`src/rtl/uart_irq_pkg.sv`:
```
package uart_irq_pkg;

    typedef enum logic [3:0] {
        IID_MODEM  = 4'h0,
        IID_NONE   = 4'h1,
        IID_THRE   = 4'h2,
        IID_RXDATA = 4'h4,
        IID_LINE   = 4'h6,
        IID_RXTMO  = 4'hC
    } iid_code_t;

    typedef enum logic [1:0] {
        TX_IDLE  = 2'd0,
        TX_ARMED = 2'd1,
        TX_ACKED = 2'd2
    } tx_state_t;

endpackage

```
`src/rtl/uart_irq_sticky.sv`:
```
module uart_irq_sticky (
    input  logic clk,
    input  logic rst_n,
    input  logic set_i,
    input  logic clr_i,
    output logic flag_o
);
    // set has precedence over a clearing read in the same cycle
    always_ff @(posedge clk or negedge rst_n) begin
        if (!rst_n) flag_o <= 1'b0;
        else        flag_o <= set_i | (flag_o & ~clr_i);
    end
endmodule

```
`src/rtl/uart_irq_thre_fsm.sv`:
```
module uart_irq_thre_fsm
    import uart_irq_pkg::*;
(
    input  logic clk,
    input  logic rst_n,
    input  logic empty_i,
    input  logic ack_i,
    output logic pend_o
);
    tx_state_t state_q, state_d;

    always_ff @(posedge clk or negedge rst_n) begin
        if (!rst_n) state_q <= TX_IDLE;
        else        state_q <= state_d;
    end

    always_comb begin
        state_d = state_q;
        unique case (state_q)
            TX_IDLE:  if (empty_i) state_d = TX_ARMED;
            TX_ARMED: begin
                if (!empty_i)   state_d = TX_IDLE;
                else if (ack_i) state_d = TX_ACKED;
            end
            TX_ACKED: if (!empty_i) state_d = TX_IDLE;
            default:  state_d = TX_IDLE;
        endcase
    end

    always_comb begin
        pend_o = (state_q == TX_ARMED);
    end
endmodule

```
`src/rtl/uart_irq_prio.sv`:
```
module uart_irq_prio
    import uart_irq_pkg::*;
(
    input  logic      src_line,
    input  logic      src_rx,
    input  logic      src_tmo,
    input  logic      src_thre,
    input  logic      src_modem,
    output iid_code_t code_o
);
    always_comb begin
        if (src_line)       code_o = IID_LINE;
        else if (src_rx)    code_o = IID_RXDATA;
        else if (src_tmo)   code_o = IID_RXTMO;
        else if (src_thre)  code_o = IID_THRE;
        else if (src_modem) code_o = IID_MODEM;
        else                code_o = IID_NONE;
    end
endmodule

```
`src/rtl/uart_irq_ident.sv`:
```
module uart_irq_ident
    import uart_irq_pkg::*;
#(
    parameter int ADDR_W  = 3,
    parameter int DATA_W  = 8,
    parameter int IER_W   = 4,
    parameter int OFS_IER = 1,
    parameter int OFS_IID = 2,
    parameter int OFS_LSR = 5,
    parameter int OFS_MSR = 6
) (
    input  logic              clk,
    input  logic              rst_n,
    input  logic [ADDR_W-1:0] reg_addr,
    input  logic              reg_rd,
    input  logic              reg_wr,
    input  logic [DATA_W-1:0] reg_wdata,
    input  logic              bank_sel,
    input  logic              fifo_on,
    input  logic              rx_ready,
    input  logic              rx_trig,
    input  logic              rx_tmo,
    input  logic              thr_empty,
    input  logic              line_evt,
    input  logic              modem_evt,
    output logic [DATA_W-1:0] reg_rdata,
    output logic [IER_W-1:0]  ier_out,
    output logic [DATA_W-1:0] iid_out,
    output logic              irq
);
    localparam int NUM_STICKY = 2;
    localparam int STK_LINE   = 0;
    localparam int STK_MODEM  = 1;
    localparam int EN_RX      = 0;
    localparam int EN_THRE    = 1;
    localparam int EN_LINE    = 2;
    localparam int EN_MODEM   = 3;

    logic hit_ier, hit_iid, hit_lsr, hit_msr;
    assign hit_ier = !bank_sel && (reg_addr == ADDR_W'(OFS_IER));
    assign hit_iid = !bank_sel && (reg_addr == ADDR_W'(OFS_IID));
    assign hit_lsr = (reg_addr == ADDR_W'(OFS_LSR));
    assign hit_msr = (reg_addr == ADDR_W'(OFS_MSR));

    // enable register
    logic [IER_W-1:0] ier_q;
    always_ff @(posedge clk or negedge rst_n) begin
        if (!rst_n)                ier_q <= '0;
        else if (reg_wr && hit_ier) ier_q <= reg_wdata[IER_W-1:0];
    end
    logic unused_wdata_hi;
    assign unused_wdata_hi = ^reg_wdata[DATA_W-1:IER_W];

    // sticky event sources
    logic [NUM_STICKY-1:0] stk_set, stk_clr, stk_q;
    assign stk_set[STK_LINE]  = line_evt;
    assign stk_clr[STK_LINE]  = reg_rd && hit_lsr;
    assign stk_set[STK_MODEM] = modem_evt;
    assign stk_clr[STK_MODEM] = reg_rd && hit_msr;

    genvar gi;
    generate
        for (gi = 0; gi < NUM_STICKY; gi++) begin : g_sticky
            uart_irq_sticky u_stk (
                .clk    (clk),
                .rst_n  (rst_n),
                .set_i  (stk_set[gi]),
                .clr_i  (stk_clr[gi]),
                .flag_o (stk_q[gi])
            );
        end
    endgenerate

    // transmit-empty tracker
    iid_code_t code;
    logic      thre_pend, thre_ack;
    assign thre_ack = reg_rd && hit_iid && (code == IID_THRE);

    uart_irq_thre_fsm u_thre (
        .clk     (clk),
        .rst_n   (rst_n),
        .empty_i (thr_empty),
        .ack_i   (thre_ack),
        .pend_o  (thre_pend)
    );

    // masked sources and priority
    logic en_line, en_rx, en_tmo, en_thre, en_modem;
    assign en_line  = ier_q[EN_LINE]  && stk_q[STK_LINE];
    assign en_rx    = ier_q[EN_RX]    && (fifo_on ? rx_trig : rx_ready);
    assign en_tmo   = ier_q[EN_RX]    && fifo_on && rx_tmo;
    assign en_thre  = ier_q[EN_THRE]  && thre_pend;
    assign en_modem = ier_q[EN_MODEM] && stk_q[STK_MODEM];

    uart_irq_prio u_prio (
        .src_line  (en_line),
        .src_rx    (en_rx),
        .src_tmo   (en_tmo),
        .src_thre  (en_thre),
        .src_modem (en_modem),
        .code_o    (code)
    );

    assign iid_out = {{(DATA_W-4){1'b0}}, code};
    assign irq     = (code != IID_NONE);
    assign ier_out = ier_q;

    always_comb begin
        if (hit_ier)      reg_rdata = {{(DATA_W-IER_W){1'b0}}, ier_q};
        else if (hit_iid) reg_rdata = iid_out;
        else              reg_rdata = '0;
    end
endmodule

```
`config.mk`:
```
export PLATFORM = sky130hd
export DESIGN_NAME = uart_irq_ident
export DESIGN_NICKNAME = d
export VERILOG_FILES = /design/src/rtl/uart_irq_pkg.sv /design/src/rtl/uart_irq_sticky.sv /design/src/rtl/uart_irq_thre_fsm.sv /design/src/rtl/uart_irq_prio.sv /design/src/rtl/uart_irq_ident.sv
export SDC_FILE = /design/constraint.sdc
export NUM_CORES = 1
export LEC_CHECK = 0
export CORE_UTILIZATION = 29
export DETAILED_ROUTE_END_ITERATION = 8
export DONT_BUFFER_PORTS = 1
export PLACE_DENSITY = 0.45
export SYNTH_ARGS = -nofsm -noshare
export SYNTH_HDL_FRONTEND = slang
export SYNTH_SLANG_ARGS = --single-unit
```
`constraint.sdc`:
```
create_clock -name clk -period 0.9 [get_ports clk]
set_input_delay 0.09 -clock clk [delete_from_list [all_inputs] [get_ports clk]]
set_output_delay 0.09 -clock clk [all_outputs]
set_load 0.01 [all_outputs]
```
==> report_table.html, run 1 <==
<table>
<tr><th>Metric</th><th>Value</th></tr>
<tr><th colspan="2">Outcome</th></tr>
<tr><td>Run status</td><td>finished, violations left</td></tr>
<tr><td>Failing checks</td><td>negative setup slack</td></tr>
<tr><th colspan="2">Min path</th></tr>
<tr><td>Worst min-delay path class</td><td>input pin to flip-flop</td></tr>
<tr><th colspan="2">Worst setup path</th></tr>
<tr><td>Slowest Stage Delay on Critical Path</td><td>about 0.43 ns</td></tr>
<tr><td>Startpoint type of the worst setup path</td><td>flip-flop</td></tr>
<tr><td>Critical Path Fanout Max</td><td>4</td></tr>
<tr><td>WP data required</td><td>0.81 ns</td></tr>
<tr><td>Max stage delay cell, worst path</td><td>dfrtp_1</td></tr>
<tr><td>Crit path DAT</td><td>1.22 ns</td></tr>
<tr><td>Crit path capture type</td><td>primary output</td></tr>
<tr><td>Sequence of cells on the critical path</td><td>nand2_2 &gt; buf_6 &gt; o21ai_4 &gt; or2_4</td></tr>
<tr><td>Class of the most critical setup path</td><td>flip-flop to primary output</td></tr>
<tr><th colspan="2">Final layout</th></tr>
<tr><td>Count of fill cells added during filler insertion</td><td>about 160</td></tr>
<tr><td>Leading cell types in the layout, fill and taps excluded</td><td>buf_6, buf_4, conb_1</td></tr>
<tr><td>Final net count</td><td>113</td></tr>
<tr><td>Non-filler cells in the finished layout</td><td>114</td></tr>
<tr><td>Fin util</td><td>a little under three fifths</td></tr>
<tr><td>Number of antenna cells inserted</td><td>0</td></tr>
<tr><td>Commonest non-fill, non-tap cell in the layout</td><td>buf_6</td></tr>
<tr><td>Layout overhead on the synthesized area</td><td>72.1%</td></tr>
<tr><td>Ratio of cells with drive above 1 in the final layout</td><td>56.2%</td></tr>
<tr><td>Finished Cell Area</td><td>0.00100 mm²</td></tr>
<tr><th colspan="2">GRT</th></tr>
<tr><td>GRT Resource Usage Total</td><td>14.3%</td></tr>
<tr><td>Number of global-route vias before repair</td><td>509</td></tr>
<tr><td>Initial antenna violation count</td><td>0</td></tr>
<tr><td>Total gr overflow</td><td>0</td></tr>
<tr><td>First-pass GRT wire length</td><td>~2100 µm</td></tr>
<tr><td>Pin count of the biggest net entering global routing</td><td>9</td></tr>
<tr><th colspan="2">STA</th></tr>
<tr><td>Final slew viol count</td><td>0</td></tr>
<tr><td>Final setup slack of the worst path</td><td>-0.410 ns</td></tr>
<tr><td>Number of endpoints with negative hold slack in the final report</td><td>0</td></tr>
<tr><td>Highest clock frequency the design can meet</td><td>764 MHz</td></tr>
<tr><td>Number of setup violations in the final report</td><td>16</td></tr>
<tr><td>Minimum clock period</td><td>around 1.3 ns</td></tr>
<tr><td>RSZ-0062 raised after global routing</td><td>true</td></tr>
<tr><td>Clock skew</td><td>0.0118 ns</td></tr>
<tr><td>Share of the cycle needed by the critical path after routing</td><td>146%</td></tr>
<tr><th colspan="2">CTS</th></tr>
<tr><td>CTS sink count</td><td>8</td></tr>
<tr><td>Worst-Skew Late Latency</td><td>approximately 0.26 ns</td></tr>
<tr><td>Clock-pin slew on the worst setup and hold paths</td><td>0.06 ns</td></tr>
<tr><td>H-tree Lvls</td><td>1</td></tr>
<tr><td>Clock root buffer master</td><td>clkbuf_4</td></tr>
<tr><td>Number of buffers added by the clock tree synthesis step</td><td>3</td></tr>
<tr><td>Max clock buf depth</td><td>2</td></tr>
<tr><td>CTS tree</td><td>built</td></tr>
<tr><th colspan="2">Power</th></tr>
<tr><td>Maximum vdd drop</td><td>0.000861 V</td></tr>
<tr><td>Power density cells</td><td>1520 mW/mm²</td></tr>
<tr><td>Total leakage power</td><td>0.443 nW</td></tr>
<tr><th colspan="2">Routing</th></tr>
<tr><td>DRC viols</td><td>0</td></tr>
<tr><td>Detail Route Antenna Nets</td><td>0</td></tr>
<tr><td>Final routed wirelength across all metal layers</td><td>1520 µm</td></tr>
<tr><td>Count of routing violations after the opening detailed-route iteration</td><td>4</td></tr>
<tr><td>Total number of vias</td><td>536</td></tr>
<tr><td>Per-cell routed wire length</td><td>between 10 and 15 µm</td></tr>
<tr><td>Number of iterations in the first detailed-routing pass</td><td>4</td></tr>
<tr><td>Number of vias per cell</td><td>4.70</td></tr>
<tr><th colspan="2">Synthesis</th></tr>
<tr><td>Compound-gate portion of the synthesized area</td><td>17.8%</td></tr>
<tr><td>Sequential fraction of the synthesis area</td><td>34.3%</td></tr>
<tr><td>Post-Synth Simple-Gate Area</td><td>between 20% and 30%</td></tr>
<tr><td>Flip-flop and latch count after synthesis</td><td>8</td></tr>
<tr><td>Netlist cell types</td><td>26</td></tr>
<tr><td>Area leader, netlist</td><td>dfrtp_1</td></tr>
<tr><td>Number of cells produced by synthesis</td><td>56</td></tr>
<tr><td>EDFF count, synth</td><td>0</td></tr>
<tr><td>Largest cells by area after synthesis</td><td>dfrtp_1, buf_4, mux2_4</td></tr>
<tr><td>Adder and majority cell fraction of the synthesized area</td><td>0%</td></tr>
<tr><td>Share of the synthesized netlist area taken by xor and xnor gates</td><td>0%</td></tr>
<tr><td>Top_reg_cell synth</td><td>dfrtp_1</td></tr>
<tr><td>Largest family of logic cells by synthesized area</td><td>simple AND/OR/NAND/NOR gates</td></tr>
<tr><td>Mean cell area of the mapped netlist</td><td>10.4 µm²</td></tr>
<tr><td>Share of synthesized registers carrying an async set or reset</td><td>100%</td></tr>
<tr><td>Number of warnings issued by yosys</td><td>0</td></tr>
<tr><td>Cell area after technology mapping</td><td>~600 µm²</td></tr>
<tr><td>Multiplexer area fraction after synthesis</td><td>10.3%</td></tr>
<tr><td>Area fraction of the dominant cell type after synthesis</td><td>34.3%</td></tr>
<tr><th colspan="2">Place</th></tr>
<tr><td>Post-placement cell count</td><td>98</td></tr>
<tr><td>Buffers on Ports</td><td>0</td></tr>
<tr><td>Post-DP HPWL</td><td>around 1100 µm</td></tr>
<tr><td>Placed Instance Area</td><td>~740 µm²</td></tr>
<tr><td>Final GP Congestion</td><td>0.731</td></tr>
<tr><td>Worst slack after detailed placement</td><td>-0.166 ns</td></tr>
<tr><th colspan="2">Floorplanning</th></tr>
<tr><td>X dimension of the die</td><td>46.8 µm</td></tr>
<tr><td>Initial cell density of the core</td><td>between 30 and 40%</td></tr>
<tr><td>Row count</td><td>15</td></tr>
<tr><td>Ports placed on the boundary</td><td>44</td></tr>
<tr><td>Floorplan die height</td><td>46.8 µm</td></tr>
<tr><td>Floorplan die area</td><td>0.00219 mm²</td></tr>
<tr><td>Area inside the core boundary</td><td>0.00180 mm²</td></tr>
<tr><th colspan="2">Run</th></tr>
<tr><td>Max-cap viol count</td><td>0</td></tr>
</table>
[what timing repair did]
action	in CTS	in global routing
hold buffers	7	0
pin swaps	4	3
gates resized for setup	19	7
endpoints found under the setup margin	17	19
hold endpoints to repair	14	0
setup buffers	3	2
[where the power goes]
group	total, mW	switching, mW	internal, mW
registers	0.457	0.0450	0.412
clock network	0.295	0.125	0.170
logic	0.771	0.345	0.426
total	1.52	0.515	1.01
[cells in the mapped netlist (2+ instances only)]
cell      instances
mux2_4            4
nor4b_4           2
nand4b_1          3
a21o_1            2
o21ai_0           5
nor2_1            2
buf_4             8
nand2_1           5
dfrtp_1           8
[cell families after synthesis]
logic type,after synthesis
compound gates,15
buf+inv,9
flops,8
mux,4
other cells,1
simple gates,19
[cell type report]
cell class,instances,area (µm²),share of cell area [%]
Multi-Input combinational cell,46,452,45.0
Inverter,1,3.75,0.374
Timing Repair Buffer,30,288,28.7
Sequential cell,8,203,20.2
Clock buffer,4,26.3,2.62
Tap cell,25,31.3,3.12
[through the flow]
step                total power, mW  setup TNS, ns  hold WS (ns)
floorplan                     0.776          -1.23        -0.206
global placement              0.974          -1.58        -0.205
detailed placement            0.978          -1.56        -0.205
CTS                            1.48          -4.03       0.00391
global route                   1.63          -4.88        0.0143
finish                         1.52          -4.06        0.0133
[per-layer routing]
| layer | vias to the layer above | wire (µm) | track usage (%) |
|---|---|---|---|
| met2 | 30 | 783 | 23.1 |
| li1 | 259 | - | - |
| met3 | 0 | 133 | 5.38 |
| met5 | - | 0 | 0 |
| met1 | 247 | 602 | 17.4 |
| met4 | 0 | 0 | 5.14 |
[worst max-delay path, delay by kind of cell, from the launching register on]
family	cells	cell delay, ns
flops	1	0.43
compound gates	1	0.06
simple gates	2	0.36
buf+inv	1	0.11
[final timing paths]
| path | start | end | slack, ns | cells after the start |
|---|---|---|---|---|
| worst max-delay path | g_sticky[0].u_stk.flag_o$_DFF_PN0_ | irq | -0.41 | 4 |
| worst min-delay path | thr_empty | u_thre.state_q[1]$_DFFE_PN0P_ | 0.01 | 2 |
| worst max register to register | ier_out[0]$_DFFE_PN0P_ | u_thre.state_q[0]$_DFFE_PN0P_ | -0.34 | 4 |
| worst min register to register | g_sticky[1].u_stk.flag_o$_DFF_PN0_ | g_sticky[1].u_stk.flag_o$_DFF_PN0_ | 0.48 | 1 |
| max in group asynchronous | rst_n | ier_out[0]$_DFFE_PN0P_ | 0.43 | 1 |
| min in group asynchronous | rst_n | g_sticky[1].u_stk.flag_o$_DFF_PN0_ | 0.18 | 1 |
[flip-flops by register name, indices dropped and copies added, names as in the netlist]
signal / flops
g_sticky.u_stk.flag_o: 2
u_thre.state_q: 2
ier_out: 4
No activity file was read; power rests on OpenSTA's default activity.
==> run 2: changes to the inputs <==
--- a/config.mk
+++ b/config.mk
@@ -5,7 +5,9 @@
 export SDC_FILE = /design/constraint.sdc
 export NUM_CORES = 1
 export LEC_CHECK = 0
+export CORE_MARGIN = 2
 export CORE_UTILIZATION = 29
+export CTS_CLUSTER_DIAMETER = 150
 export DETAILED_ROUTE_END_ITERATION = 8
 export DONT_BUFFER_PORTS = 1
 export PLACE_DENSITY = 0.45
==> run 2 against run 1 <==
- the flow still finishes with violations (negative setup slack)
- die area increased by 8.7%
- total power fell by 7.5%
- largest power group unchanged
- global-route usage shrank 0.76 points
- worst hold slack better by 0.0078 ns
- clock power rose by 3%
- register-to-register slack improved by 0.05 ns
- maximum frequency fell by 1.8%
- flip-flop and latch count unchanged
==> report_table.html, run 2 (synthesis gave the netlist of run 1 again) <==
<table>
<tr><th>Metric</th><th>Value</th></tr>
<tr><th colspan="2">CTS</th></tr>
<tr><td>H-tree Lvls</td><td>1 (unchanged)</td></tr>
<tr><td>Clock-pin slew on the worst setup and hold paths</td><td>0.06 ns (about the same)</td></tr>
<tr><td>CTS tree</td><td>built</td></tr>
<tr><td>Max clock buf depth</td><td>2 (unchanged)</td></tr>
<tr><td>Number of buffers added by the clock tree synthesis step</td><td>3 (unchanged)</td></tr>
<tr><td>CTS sink count</td><td>8 (unchanged)</td></tr>
<tr><td>Worst-Skew Late Latency</td><td>0.25 ns (about the same)</td></tr>
<tr><td>Clock root buffer master</td><td>clkbuf_4</td></tr>
<tr><th colspan="2">Final layout</th></tr>
<tr><td>Fin util</td><td>49.8% (-5.9 points)</td></tr>
<tr><td>Final net count</td><td>115 (+1.8%)</td></tr>
<tr><td>Ratio of cells with drive above 1 in the final layout</td><td>56.0% (-0.14 points)</td></tr>
<tr><td>Commonest non-fill, non-tap cell in the layout</td><td>buf_4</td></tr>
<tr><td>Leading cell types in the layout, fill and taps excluded</td><td>buf_4, conb_1, dlygate4sd3_1</td></tr>
<tr><td>Number of antenna cells inserted</td><td>0 (unchanged)</td></tr>
<tr><td>Layout overhead on the synthesized area</td><td>64.2%</td></tr>
<tr><td>Flip-flop count of the largest register after layout</td><td>4 (unchanged)</td></tr>
<tr><td>Count of fill cells added during filler insertion</td><td>196 (+20%)</td></tr>
<tr><th colspan="2">Worst setup path</th></tr>
<tr><td>Cell type group with the largest total delay on the critical path</td><td>compound AO/OA/AOI/OAI gates</td></tr>
<tr><td>Slowest Stage Delay on Critical Path</td><td>0.36 ns (-0.07 ns)</td></tr>
<tr><td>CP dominant cell by count</td><td>o21ai_2</td></tr>
<tr><td>Buffers &amp; Inverters on Critical Path</td><td>1 (unchanged)</td></tr>
<tr><td>Crit path capture type</td><td>primary output</td></tr>
<tr><td>Crit path DAT</td><td>1.24 ns (+0.02 ns)</td></tr>
<tr><td>Critical Path Stages</td><td>4 (unchanged)</td></tr>
<tr><td>Startpoint type of the worst setup path</td><td>flip-flop</td></tr>
<tr><td>Critical Path Fanout Max</td><td>3 (-1)</td></tr>
<tr><td>Class of the most critical setup path</td><td>flip-flop to primary output</td></tr>
<tr><td>Sequence of cells on the critical path</td><td>o21ai_2 &gt; o211ai_1 &gt; o21ai_2 &gt; buf_4</td></tr>
<tr><td>Number of cells on the worst reg-to-reg path</td><td>4 (unchanged)</td></tr>
<tr><td>Max stage delay cell, worst path</td><td>dfrtp_1</td></tr>
<tr><td>WP data required</td><td>0.81 ns (about the same)</td></tr>
<tr><th colspan="2">Routing</th></tr>
<tr><td>Count of routing violations after the opening detailed-route iteration</td><td>8 (+4)</td></tr>
<tr><td>Final routed wirelength across all metal layers</td><td>1520 µm (unchanged)</td></tr>
<tr><td>Number of vias per cell</td><td>4.59 (-2.3%)</td></tr>
<tr><td>Total number of vias</td><td>542 (+1.1%)</td></tr>
<tr><td>Number of iterations in the first detailed-routing pass</td><td>5 (+1)</td></tr>
<tr><td>Per-cell routed wire length</td><td>12.9 µm (-3.4%)</td></tr>
<tr><td>DRC viols</td><td>0 (unchanged)</td></tr>
<tr><td>Detail Route Antenna Nets</td><td>0 (unchanged)</td></tr>
<tr><th colspan="2">STA</th></tr>
<tr><td>Highest clock frequency the design can meet</td><td>750 MHz (-1.8%)</td></tr>
<tr><td>Final slew viol count</td><td>0 (unchanged)</td></tr>
<tr><td>RSZ-0062 raised after global routing</td><td>true</td></tr>
<tr><td>Minimum clock period</td><td>1.33 ns (+0.0242 ns)</td></tr>
<tr><td>Final setup slack of the worst path</td><td>-0.434 ns (-0.0242 ns)</td></tr>
<tr><td>Number of setup violations in the final report</td><td>17 (+1)</td></tr>
<tr><td>Clock skew</td><td>0.000342 ns (-0.0115 ns)</td></tr>
<tr><td>Share of the cycle needed by the critical path after routing</td><td>148% (+2.7 points)</td></tr>
<tr><td>Number of endpoints with negative hold slack in the final report</td><td>0 (unchanged)</td></tr>
<tr><th colspan="2">Floorplanning</th></tr>
<tr><td>Area inside the core boundary</td><td>0.00192 mm² (+6.7%)</td></tr>
<tr><td>X dimension of the die</td><td>48.8 µm (+4.3%)</td></tr>
<tr><td>Initial cell density of the core</td><td>30.3% (-2.0 points)</td></tr>
<tr><td>Ports placed on the boundary</td><td>44 (unchanged)</td></tr>
<tr><td>Row count</td><td>16 (+1)</td></tr>
<tr><td>Floorplan die area</td><td>0.00239 mm² (+8.7%)</td></tr>
<tr><td>Floorplan die height</td><td>48.8 µm (+4.3%)</td></tr>
<tr><th colspan="2">Power</th></tr>
<tr><td>Power share of the combinational group</td><td>46.8% (-3.8 points)</td></tr>
<tr><td>Power density cells</td><td>1470 mW/mm² (-3.0%)</td></tr>
<tr><td>Cell internal pwr</td><td>0.936 mW (-7.1%)</td></tr>
<tr><td>Sw power</td><td>0.472 mW (-8.3%)</td></tr>
<tr><td>Proportion of power drawn by the clock network</td><td>21.5% (+2.1 points)</td></tr>
<tr><td>Total leakage power</td><td>0.440 nW (-0.81%)</td></tr>
<tr><td>Final total power</td><td>1.41 mW (-7.5%)</td></tr>
<tr><td>Net Sw Frac</td><td>33.5% (-0.30 points)</td></tr>
<tr><td>Register share of total power</td><td>31.8% (+1.8 points)</td></tr>
<tr><td>Maximum vdd drop</td><td>0.000598 V (-31%)</td></tr>
<tr><th colspan="2">GRT</th></tr>
<tr><td>Total gr overflow</td><td>0 (unchanged)</td></tr>
<tr><td>GRT Resource Usage Total</td><td>13.5% (-0.76 points)</td></tr>
<tr><td>Number of global-route vias before repair</td><td>536 (+5.3%)</td></tr>
<tr><td>Pin count of the biggest net entering global routing</td><td>9 (unchanged)</td></tr>
<tr><td>First-pass GRT wire length</td><td>2460 µm (+18%)</td></tr>
<tr><td>Initial antenna violation count</td><td>0 (unchanged)</td></tr>
<tr><th colspan="2">Place</th></tr>
<tr><td>Post-DP HPWL</td><td>1200 µm (+8.1%)</td></tr>
<tr><td>Final GP Congestion</td><td>0.816 (+12%)</td></tr>
<tr><td>Buffers on Ports</td><td>0 (unchanged)</td></tr>
<tr><th colspan="2">Outcome</th></tr>
<tr><td>Run status</td><td>finished, violations left</td></tr>
<tr><td>Failing checks</td><td>negative setup slack</td></tr>
<tr><th colspan="2">Min path</th></tr>
<tr><td>Worst min-delay path class</td><td>input pin to flip-flop</td></tr>
<tr><td>Worst hold path cell count</td><td>2 (unchanged)</td></tr>
<tr><th colspan="2">Run</th></tr>
<tr><td>Max-cap viol count</td><td>0 (unchanged)</td></tr>
</table>
==> run 2: changes by cell type in the layout (fill, tap and decap cells not counted), moves of 2 or more <==
cell / before / now
o21ai_2: 1 / 3
o21ai_4: 3 / 1
buf_6: 12 / 5
buf_4: 11 / 19
==> run 2: worst paths after layout <==
| path | from | endpoint | slack (ns) |
|---|---|---|---|
| min in group asynchronous | rst_n | ier_out[0]$_DFFE_PN0P_ | 0.18 |
| worst max register to register | g_sticky[0].u_stk.flag_o$_DFF_PN0_ | u_thre.state_q[0]$_DFFE_PN0P_ | -0.29 |
| worst min register to register | g_sticky[1].u_stk.flag_o$_DFF_PN0_ | g_sticky[1].u_stk.flag_o$_DFF_PN0_ | 0.58 |
| worst max-delay path | ier_out[0]$_DFFE_PN0P_ | reg_rdata[0] | -0.43 |
| worst min-delay path | reg_rd | u_thre.state_q[0]$_DFFE_PN0P_ | 0.02 |
| max in group asynchronous | rst_n | ier_out[2]$_DFFE_PN0P_ | 0.43 |
==> run 2: layer usage <==
layer  vias up  part of all wire, %  track usage (%)  routed length (µm)
met4         0                  2.2             5.71                  34
li1        263                    -                -                   -
met3         4                  6.8             3.99                 103
met5         -                    0                0                   0
met2        24                   48             21.0                 728
met1       251                   43             17.4                 653
==> run 2: area by class of cell <==
cell class | count | area, µm² | share of cell area, %
Sequential cell | 8 | 201 | 21.0
Timing Repair Buffer | 32 | 279 | 29.2
Tap cell | 27 | 33.8 | 3.53
Clock buffer | 4 | 26.3 | 2.75
Multi-Input combinational cell | 46 | 413 | 43.1
Inverter | 1 | 3.75 | 0.392
==> run 2: repair_timing <==
action / 4_1_cts / 5_1_grt
endpoints found under the hold margin: 15 / 0
endpoints found under the setup margin: 18 / 18
pin swaps: 6 / 6
resized for setup: 10 / 4
hold buffers: 8 / 0
setup buffers: 3 / 4
==> run 2: power groups by stage <==
| stage | clock [mW] | combinational (mW) | sequential [mW] |
|---|---|---|---|
| floorplan | 0 | 0.285 | 0.491 |
| global placement | 0 | 0.498 | 0.448 |
| detailed placement | 0 | 0.501 | 0.448 |
| CTS | 0.312 | 0.599 | 0.449 |
| global route | 0.331 | 0.705 | 0.453 |
| finish | 0.303 | 0.659 | 0.447 |
==> run 2: through the flow <==
stage	hold slack [ns]	std cells	worst slack, ns	setup TNS [ns]	instance area (µm²)
2_1_floorplan	-0.206	63	-0.132	-1.23	633
3_3_place_gp	-0.205	100	-0.215	-1.54	742
3_5_place_dp	-0.205	100	-0.200	-1.45	742
4_1_cts	0.0148	115	-0.428	-4.05	917
5_1_grt	0.0148	118	-0.503	-5.21	957
6_report	0.0211	118	-0.434	-4.20	957
==> run 3: changes to the inputs <==
--- a/config.mk
+++ b/config.mk
@@ -5,12 +5,12 @@
 export SDC_FILE = /design/constraint.sdc
 export NUM_CORES = 1
 export LEC_CHECK = 0
-export CORE_MARGIN = 2
-export CORE_UTILIZATION = 29
+export CORE_AREA = 2 2 39 41
 export CTS_CLUSTER_DIAMETER = 150
 export DETAILED_ROUTE_END_ITERATION = 8
+export DIE_AREA = 0 0 41 43
 export DONT_BUFFER_PORTS = 1
-export PLACE_DENSITY = 0.45
+export PLACE_DENSITY = 0.62
 export SYNTH_ARGS = -nofsm -noshare
 export SYNTH_HDL_FRONTEND = slang
 export SYNTH_SLANG_ARGS = --single-unit
==> run 3 against run 2 <==
- highest routed layer unchanged
- clock skew is 0.0034 ns higher
- clock power decreased by 1%
- the flow still finishes with violations (negative setup slack)
- utilization rose by 22 points
- sequential share of layout area fell by 0.54 points
- routed wire length up 8.4%
- flip-flop and latch count is the same
- worst setup slack improved by 0.039 ns
- cell area up 3.3%
- total power up 5.6%
- combinational power increased by 10%
- via count up 3.1%
==> report_table.html, run 3 (synthesis gave the netlist of run 1 again) <==
<table>
<tr><th>Metric</th><th>Value</th></tr>
<tr><th colspan="2">Outcome</th></tr>
<tr><td>Run status</td><td>finished, violations left</td></tr>
<tr><td>Failing checks</td><td>negative setup slack</td></tr>
<tr><th colspan="2">CTS</th></tr>
<tr><td>H-tree Lvls</td><td>1 (unchanged)</td></tr>
<tr><td>CTS tree</td><td>built</td></tr>
<tr><td>Max clock buf depth</td><td>2 (unchanged)</td></tr>
<tr><td>Clock-pin slew on the worst setup and hold paths</td><td>0.05 ns (about the same)</td></tr>
<tr><td>CTS sink count</td><td>8 (unchanged)</td></tr>
<tr><td>Worst-Skew Late Latency</td><td>0.25 ns (about the same)</td></tr>
<tr><td>Number of buffers added by the clock tree synthesis step</td><td>3 (unchanged)</td></tr>
<tr><td>Clock root buffer master</td><td>clkbuf_4</td></tr>
<tr><th colspan="2">Worst setup path</th></tr>
<tr><td>Class of the most critical setup path</td><td>flip-flop to primary output</td></tr>
<tr><td>Sequence of cells on the critical path</td><td>nand3b_1 &gt; nand2b_4 &gt; o21ai_4</td></tr>
<tr><td>Slowest Stage Delay on Critical Path</td><td>0.38 ns (+0.02 ns)</td></tr>
<tr><td>Max stage delay cell, worst path</td><td>dfrtp_1</td></tr>
<tr><td>Buffers &amp; Inverters on Critical Path</td><td>0 (-1)</td></tr>
<tr><td>R2r setup slk</td><td>-0.35 ns (-0.06 ns)</td></tr>
<tr><td>Crit path DAT</td><td>1.20 ns (-0.04 ns)</td></tr>
<tr><td>WP data required</td><td>0.81 ns (about the same)</td></tr>
<tr><td>Crit path capture type</td><td>primary output</td></tr>
<tr><td>Critical Path Fanout Max</td><td>4 (+1)</td></tr>
<tr><td>Cell type group with the largest total delay on the critical path</td><td>simple AND/OR/NAND/NOR gates</td></tr>
<tr><td>Startpoint type of the worst setup path</td><td>flip-flop</td></tr>
<tr><th colspan="2">Floorplanning</th></tr>
<tr><td>Floorplan die area</td><td>0.00176 mm² (-26%)</td></tr>
<tr><td>Floorplan die height</td><td>43 µm (-12%)</td></tr>
<tr><td>Row count</td><td>14 (-2)</td></tr>
<tr><td>X dimension of the die</td><td>41 µm (-16%)</td></tr>
<tr><td>Ports placed on the boundary</td><td>44 (unchanged)</td></tr>
<tr><td>Area inside the core boundary</td><td>0.00138 mm² (-28%)</td></tr>
<tr><td>Initial cell density of the core</td><td>42.1% (+12 points)</td></tr>
<tr><th colspan="2">Min path</th></tr>
<tr><td>Worst min-delay path class</td><td>input pin to flip-flop</td></tr>
<tr><th colspan="2">Place</th></tr>
<tr><td>Final GP Congestion</td><td>0.769 (-5.8%)</td></tr>
<tr><td>Buffers on Ports</td><td>0 (unchanged)</td></tr>
<tr><td>Placed Instance Area</td><td>706 µm² (-4.9%)</td></tr>
<tr><td>Post-DP HPWL</td><td>1190 µm (-1.5%)</td></tr>
<tr><th colspan="2">Routing</th></tr>
<tr><td>Number of vias per cell</td><td>5.32 (+16%)</td></tr>
<tr><td>DRC viols</td><td>0 (unchanged)</td></tr>
<tr><td>Number of iterations in the first detailed-routing pass</td><td>4 (-1)</td></tr>
<tr><td>Count of routing violations after the opening detailed-route iteration</td><td>3 (-5)</td></tr>
<tr><td>Per-cell routed wire length</td><td>15.7 µm (+22%)</td></tr>
<tr><td>Total number of vias</td><td>559 (+3.1%)</td></tr>
<tr><td>Final routed wirelength across all metal layers</td><td>1650 µm (+8.4%)</td></tr>
<tr><td>Detail Route Antenna Nets</td><td>0 (unchanged)</td></tr>
<tr><th colspan="2">GRT</th></tr>
<tr><td>Initial antenna violation count</td><td>0 (unchanged)</td></tr>
<tr><td>Number of global-route vias before repair</td><td>583 (+8.8%)</td></tr>
<tr><td>First-pass GRT wire length</td><td>2480 µm (+0.86%)</td></tr>
<tr><td>Pin count of the biggest net entering global routing</td><td>9 (unchanged)</td></tr>
<tr><td>Total gr overflow</td><td>0 (unchanged)</td></tr>
<tr><td>GRT Resource Usage Total</td><td>21.0% (+7.5 points)</td></tr>
<tr><th colspan="2">Power</th></tr>
<tr><td>Register share of total power</td><td>31.1% (-0.7 points)</td></tr>
<tr><td>Maximum vdd drop</td><td>0.000941 V (+57%)</td></tr>
<tr><td>Power share of the combinational group</td><td>48.8% (+2.0 points)</td></tr>
<tr><td>Final total power</td><td>1.49 mW (+5.6%)</td></tr>
<tr><td>Sw power</td><td>0.504 mW (+6.7%)</td></tr>
<tr><td>Proportion of power drawn by the clock network</td><td>20.1% (-1.4 points)</td></tr>
<tr><td>Total leakage power</td><td>0.445 nW (+1.1%)</td></tr>
<tr><td>Power density cells</td><td>1500 mW/mm² (+2.3%)</td></tr>
<tr><td>Net Sw Frac</td><td>33.9% (+0.35 points)</td></tr>
<tr><td>Cell internal pwr</td><td>0.984 mW (+5.0%)</td></tr>
<tr><th colspan="2">Final layout</th></tr>
<tr><td>Finished Cell Area</td><td>988 µm² (+3.3%)</td></tr>
<tr><td>Flip-flop count of the largest register after layout</td><td>4 (unchanged)</td></tr>
<tr><td>FF/Latch Area</td><td>203 µm² (+0.62%)</td></tr>
<tr><td>Layout overhead on the synthesized area</td><td>69.5%</td></tr>
<tr><td>Number of antenna cells inserted</td><td>0 (unchanged)</td></tr>
<tr><td>Commonest non-fill, non-tap cell in the layout</td><td>buf_4</td></tr>
<tr><td>Final net count</td><td>113 (-1.7%)</td></tr>
<tr><td>Ratio of cells with drive above 1 in the final layout</td><td>56.2% (+0.14 points)</td></tr>
<tr><td>Leading cell types in the layout, fill and taps excluded</td><td>buf_4, buf_6, conb_1, dlygate4sd3_1, dfrtp_1</td></tr>
<tr><td>Count of fill cells added during filler insertion</td><td>107 (-45%)</td></tr>
<tr><td>Combined area of the multi-input logic cells</td><td>457 µm² (+11%)</td></tr>
<tr><th colspan="2">STA</th></tr>
<tr><td>Number of endpoints with negative hold slack in the final report</td><td>0 (unchanged)</td></tr>
<tr><td>Number of setup violations in the final report</td><td>16 (-1)</td></tr>
<tr><td>Minimum clock period</td><td>1.29 ns (-0.0394 ns)</td></tr>
<tr><td>Clock skew</td><td>0.00372 ns (+0.00338 ns)</td></tr>
<tr><td>Share of the cycle needed by the critical path after routing</td><td>144% (-4.4 points)</td></tr>
<tr><td>Final setup slack of the worst path</td><td>-0.394 ns (+0.0394 ns)</td></tr>
<tr><td>Highest clock frequency the design can meet</td><td>773 MHz (+3.0%)</td></tr>
<tr><td>RSZ-0062 raised after global routing</td><td>true</td></tr>
<tr><td>Final slew viol count</td><td>0 (unchanged)</td></tr>
<tr><th colspan="2">Run</th></tr>
<tr><td>Max-cap viol count</td><td>0 (unchanged)</td></tr>
</table>
run 3: routing by layer:
metal	track usage, %	wire length [µm]	vias to the layer above
met4	12.0	9	0
li1	-	-	257
met5	0	0	-
met1	23.6	622	280
met3	4.71	88	2
met2	34.1	928	20
run 3: worst paths after layout:
kind,cells after the start,startpoint,end
hold reg to reg,1,g_sticky[1].u_stk.flag_o$_DFF_PN0_,g_sticky[1].u_stk.flag_o$_DFF_PN0_
hold / removal,2,reg_rd,u_thre.state_q[0]$_DFFE_PN0P_
min in group asynchronous,1,rst_n,ier_out[1]$_DFFE_PN0P_
setup reg to reg,4,ier_out[0]$_DFFE_PN0P_,u_thre.state_q[0]$_DFFE_PN0P_
max in group asynchronous,1,rst_n,g_sticky[0].u_stk.flag_o$_DFF_PN0_
setup / recovery,3,u_thre.state_q[1]$_DFFE_PN0P_,reg_rdata[1]
run 3: power by group through the flow:
stage               sequential [mW]  clock (mW)  combinational [mW]
finish                        0.463       0.299               0.726
global route                  0.469       0.332               0.778
CTS                           0.454       0.314               0.592
detailed placement            0.455           0               0.480
global placement              0.454           0               0.470
floorplan                     0.491           0               0.285
run 3: metrics by stage:
step                worst slack [ns]  hold slack [ns]  setup TNS (ns)  instances  utilization (%)
finish                        -0.394           0.0336           -4.20        105             71.4
global route                  -0.450           0.0473           -4.93        105             71.4
CTS                           -0.402           0.0227           -3.86        102             64.7
detailed placement            -0.171           -0.205           -1.37         86             51.0
global placement              -0.137           -0.205           -1.19         86             51.0
floorplan                     -0.132           -0.206           -1.23         63                -
run 3: layout make-up:
class / count / area share [%]
clock buffer: 4 / 2.66
sequential: 8 / 20.5
inverter: 1 / 0.380
multi-input combinational: 46 / 46.2
tap: 16 / 2.03
timing repair buffer: 30 / 28.2
run 3: timing repair:
item,CTS,global route
buffers inserted,4,3
pin swaps,6,8
setup endpoints to repair,17,19
hold endpoints to repair,15,0
gates resized for setup,12,13
hold buffers,8,0
